**src/rtl/nand_strobe_gen.sv**
```systemverilog
module nand_strobe_gen #(
  parameter int AS_W = 4,
  parameter int T_W  = 4,
  parameter int DW   = 8
) (
  input  logic            clk,
  input  logic            rst_n,
  input  logic [AS_W-1:0] cfg_addr_setup,
  input  logic [T_W-1:0]  cfg_data_setup,
  input  logic [T_W-1:0]  cfg_data_hold,
  input  logic            req_valid,
  input  logic [1:0]      req_kind,
  input  logic            req_wait,
  input  logic [DW-1:0]   req_wdata,
  output logic            ack,
  output logic [DW-1:0]   rdata,
  output logic            nand_we_n,
  output logic            nand_re_n,
  output logic            nand_ale,
  output logic            nand_cle,
  output logic [DW-1:0]   nand_dq_out,
  output logic            nand_dq_oe,
  input  logic [DW-1:0]   nand_dq_in,
  input  logic            nand_rdy
);
  localparam int CW = ((AS_W > T_W) ? AS_W : T_W) + 1;
  localparam logic [1:0] K_CMD = 2'd0, K_ADDR = 2'd1, K_READ = 2'd3;

  typedef enum logic [2:0] {S_IDLE, S_LEAD, S_LOW, S_TAIL, S_WAIT} state_t;

  state_t          st;
  logic [CW-1:0]   cnt;
  logic [1:0]      kind;
  logic            wait_f;
  logic [DW-1:0]   wdata;
  logic [AS_W-1:0] as_r;
  logic [T_W-1:0]  ds_r, dh_r;
  logic [1:0]      rdy_sync;

  wire           is_lat   = (kind == K_CMD) || (kind == K_ADDR);
  wire           is_read  = (kind == K_READ);
  wire [CW-1:0]  as1      = CW'(as_r) + CW'(1);
  wire [CW-1:0]  dh_w     = CW'(dh_r);
  wire [CW-1:0]  tail_len = (is_lat && as1 > dh_w) ? as1 : dh_w;
  wire [T_W-1:0] ds_eff   = (cfg_data_setup == '0) ? T_W'(1) : cfg_data_setup;
  wire [T_W-1:0] dh_eff   = (cfg_data_hold == '0) ? T_W'(1) : cfg_data_hold;

  logic [CW-1:0] phase_len;
  always_comb begin
    case (st)
      S_LEAD:  phase_len = as1;
      S_LOW:   phase_len = CW'(ds_r);
      S_TAIL:  phase_len = tail_len;
      default: phase_len = CW'(1);
    endcase
  end
  wire phase_last = (cnt == phase_len - CW'(1));

  wire lat_on = is_lat && ((st == S_LEAD) || (st == S_LOW) || (st == S_TAIL && cnt < as1));

  assign nand_we_n   = !(st == S_LOW && !is_read);
  assign nand_re_n   = !(st == S_LOW && is_read);
  assign nand_ale    = lat_on && (kind == K_ADDR);
  assign nand_cle    = lat_on && (kind == K_CMD);
  assign nand_dq_out = wdata;
  assign nand_dq_oe  = !is_read &&
                       ((st == S_LEAD) || (st == S_LOW) || (st == S_TAIL && cnt < dh_w));

  always_ff @(posedge clk or negedge rst_n) begin
    if (!rst_n) begin
      st       <= S_IDLE;
      cnt      <= '0;
      kind     <= 2'd2;
      wait_f   <= 1'b0;
      wdata    <= '0;
      as_r     <= '0;
      ds_r     <= T_W'(1);
      dh_r     <= T_W'(1);
      rdy_sync <= '0;
      ack      <= 1'b0;
      rdata    <= '0;
    end else begin
      ack      <= 1'b0;
      rdy_sync <= {rdy_sync[0], nand_rdy};
      case (st)
        S_IDLE: if (req_valid) begin
          kind   <= req_kind;
          wait_f <= req_wait;
          wdata  <= req_wdata;
          as_r   <= cfg_addr_setup;
          ds_r   <= ds_eff;
          dh_r   <= dh_eff;
          cnt    <= '0;
          st     <= (req_kind == K_CMD || req_kind == K_ADDR) ? S_LEAD : S_LOW;
        end
        S_LEAD, S_LOW, S_TAIL: begin
          if (st == S_LOW && is_read && phase_last) rdata <= nand_dq_in;
          if (phase_last) begin
            cnt <= '0;
            if (st == S_LEAD)      st <= S_LOW;
            else if (st == S_LOW)  st <= S_TAIL;
            else if (wait_f)       st <= S_WAIT;
            else begin
              st  <= S_IDLE;
              ack <= 1'b1;
            end
          end else begin
            cnt <= cnt + CW'(1);
          end
        end
        S_WAIT: if (rdy_sync[1]) begin
          st  <= S_IDLE;
          ack <= 1'b1;
        end
        default: st <= S_IDLE;
      endcase
    end
  end
endmodule


```
**config.mk**
```make
export PLATFORM = sky130hd
export DESIGN_NAME = nand_strobe_gen
export DESIGN_NICKNAME = d
export VERILOG_FILES = /design/src/rtl/nand_strobe_gen.sv
export SDC_FILE = /design/constraint.sdc
export NUM_CORES = 1
export LEC_CHECK = 0
export ABC_AREA = 1
export BUFFER_PORTS_ARGS = -buffer_cell sky130_fd_sc_hd__buf_2
export CORE_UTILIZATION = 40
export CTS_BUF_LIST = sky130_fd_sc_hd__clkbuf_16
export DETAILED_ROUTE_END_ITERATION = 6
export GPL_TIMING_DRIVEN = 0
export SYNTH_ARGS = -nofsm -noshare
export SYNTH_HDL_FRONTEND = slang
export SYNTH_SLANG_ARGS = --single-unit
```
**constraint.sdc**
```tcl
create_clock -name clk -period 4.6 [get_ports clk]
set_clock_uncertainty 0.2 [all_clocks]
set_input_delay 0 -clock clk [delete_from_list [all_inputs] [get_ports clk]]
set_output_delay 0 -clock clk [all_outputs]
set_load 0.01 [all_outputs]
```
==> reports/qor.json <==
{
  "run_status": "finished clean",
  "hold_violations": 0,
  "drt_iter0_markers": 107,
  "die_w_um": 82.1,
  "ys_ff_latch": 42,
  "finalWirelength_um": 5880,
  "power.density_nw_per_um2": 735,
  "cts_buf_count": 5,
  "core_area_um2": 6060,
  "cp.arrival_ns": 3.80,
  "clk_latency_ns": 0.28,
  "synth_top_flop_cell": "sky130_fd_sc_hd__dfrtp_1",
  "max_freq_mhz": 261,
  "routed_via_density": 4.87,
  "grt-ovfl-total": 0,
  "critical-path-slowest-cell": "sky130_fd_sc_hd__dfrtp_1",
  "hold_class": "flop to flop",
  "mappedNetlistNets": 348,
  "antenna_found_initial": 0,
  "crit_path_cell_trace": "ha_1 -> xnor2_1 -> inv_1 -> ha_1 -> nand2_1 -> nor2_1 -> nand3_2 -> nand3_4 -> nand2_2 -> nand2_1 -> nand3_2 -> nand2_2 -> inv_2 -> ha_1 -> xor2_1 -> nand3_2 -> nor2_4 -> nand3_2 -> nand2_2 -> nand2_2 -> nand2_1 -> nand2_1",
  "design.final.nets": 446,
  "cts_tree": "done",
  "design.portCount": 57,
  "grtUsageTotal": 0.198,
  "synth.area.top_cells": "sky130_fd_sc_hd__dfrtp_1 38%, sky130_fd_sc_hd__nand2_1 9.2%, sky130_fd_sc_hd__ha_1 6.8%",
  "post_synth_instance_area_um2": 2560,
  "max_cap_violations": 0,
  "place.detailed.hpwl_um": 4230,
  "crit_path_max_fanout": 7,
  "worst-r2r-setup-slack_ns": 0.77,
  "final_layout_size_suffix_gt1_frac": 0.296,
  "initial_utilization": 0.423,
  "critical_path_required_ns": 4.57,
  "grt_setup_unrepaired": "false",
  "max_slew_margin": 0.383,
  "postSynthAreaPerCell_um2": 8.58,
  "ant_nets": 0,
  "post_synth_inst_count": 299,
  "critical_path.endpoint_type": "flop",
  "crit_type": "flop to flop",
  "antenna_cells_inserted": 0,
  "placementRows": 28,
  "post_synth_num_cell_types": 35,
  "worst_setup_path_start_kind": "flop",
  "vias": 2303,
  "die_height_um": 82.1,
  "post-layout-total-power_mw": 2.52,
  "synth_sequential_area_ratio": 0.411,
  "worst_ir_drop_vdd_mv": 0.354,
  "critical-path-max-stage-delay_ns": 0.47,
  "ctsRootBufferMaster": "sky130_fd_sc_hd__clkbuf_16",
  "syn_to_final_growth_pct": 33.8,
  "most_frequently_used_cell_type_in_the_post_synthesis_netlist": "sky130_fd_sc_hd__nand2_1",
  "cts_resized": 0,
  "timing.final.max_slew_violations": 0,
  "placement.io_buffers": 56,
  "floorplan.die_area_um2": 6740,
  "synth-edff-count": 0,
  "async_reset_ff_frac": 1.00,
  "yosysWarnings": 0,
  "post-route-min-period_ns": 3.83,
  "layout_worst_path_cycle_share": 0.833,
  "worst_pin_slew_ns": 0.926,
  "grt_max_degree": 43,
  "drt-wirelength-per-cell_um": 12.4,
  "clkTransAtPathRegs_ns": 0.06,
  "synth_largest_area_cell": "sky130_fd_sc_hd__dfrtp_1",
  "clock_sink_count": 42,
  "gp_routability_congestion": 0.832,
  "cts_h_tree_lvls": 2,
  "synthTopCellsByCount": "63 x sky130_fd_sc_hd__nand2_1, 46 x sky130_fd_sc_hd__inv_1, 39 x sky130_fd_sc_hd__dfrtp_1",
  "vias_in_the_first_global_route": 2160,
  "drt_first_pass_iters": 4,
  "total_leakage_power_nw": 1.75,
  "remaining_drc_errors": 0,
  "setup_viol": 0,
  "synth_top_area_frac": 0.380,
  "clock_tree_buffer_depth": 2,
  "setup-tns-final_ns": 0,
  "grt_first_pass_wirelength_um": 9900
}
## logic make-up after synthesis
kind of cell               count (synthesis)  share of synthesized area
adders and majority gates                 14                     0.0683
DFF                                       42                      0.411
AOI/OAI and AO/OA                         43                      0.114
buffers and inverters                     56                     0.0849
and+or+nand+nor                          126                      0.249
muxes                                     12                     0.0527
xor gates and xnor gates                   6                     0.0205
## flip-flops by register name, summed over array words and instances (netlist names)
register / count
as_r: 4
wait_f: 1
dh_r: 4
rdy_sync: 2
rdata: 8
ds_r: 4
kind: 2
cnt: 5
nand_dq_out: 8
ack: 1
st: 3
## where the power goes
part	switching [mW]	internal, mW	total, mW	leakage, nW
sequential	0.132	0.544	0.675	0.490
combinational	0.911	0.596	1.51	1.19
clock	0.140	0.198	0.338	0.0672
## path summary, 6_finish.rpt
check,start,endpoint,cells after the start
min reg2reg,rdy_sync[0],rdy_sync[1],0
max in group asynchronous,rst_n,rdata[1],2
max reg2reg,as_r[0],st[0],22
max,as_r[0],st[0],22
min in group asynchronous,rst_n,nand_dq_out[5],2
min,rdy_sync[0],rdy_sync[1],0
## per-layer routing
| layer | global-route usage | routed length [um] | vias up |
|---|---|---|---|
| li1 | - | - | 1162 |
| met1 | 0.256 | 2700 | 1095 |
| met2 | 0.334 | 2960 | 35 |
| met3 | 0.0311 | 131 | 11 |
| met4 | 0.0667 | 85 | 0 |
| met5 | 0 | 0 | - |
## layout by cell type (no fill, tap or decap), drive strengths merged, types with 12 or more instances in the layout
| cell | instances |
|---|---|
| nand3 | 30 |
| dfrtp | 39 |
| nand2 | 73 |
| ha | 14 |
| mux2 | 12 |
| o21ai | 24 |
| inv | 52 |
| buf | 57 |
| dlygate4sd3 | 35 |
| nor2 | 17 |
## layout make-up
type,instances,area [um^2]
clock buffers,5,125
flip-flops and latches,42,1050
fillers,570,2630
inverters,52,195
repair buffers,91,631
multi-input cells,201,1290
well taps,75,93.8
plain buffers,4,22.5
clock inverters,3,16.3
## critical path, delay by kind of cell (launching register included)
| family | cells | cell delay, ns |
|---|---|---|
| flops | 1 | 0.47 |
| fa+ha+maj | 3 | 0.92 |
| buf+inv | 2 | 0.18 |
| xor+xnor | 2 | 0.51 |
| simple gates | 15 | 1.45 |
## through the flow
step	setup WS (ns)	std cells	hold slack, ns	cell area [um^2]	util
detailed placement	0.786	430	-0.0897	2940	0.485
global route	0.381	473	0.154	3430	0.566
finish	0.770	473	0.148	3430	0.566
global placement	0.797	430	-0.0913	2940	0.485
floorplan	1.29	299	-0.496	2560	-
CTS	0.763	473	0.151	3430	0.566
## timing repair
item | 4_1_cts | 5_1_grt
hold buffers | 35 | 0
buffers inserted | 0 | 0
endpoints found under the hold margin | 74 | 0
Note: power is estimated with default switching activity, not from simulation.
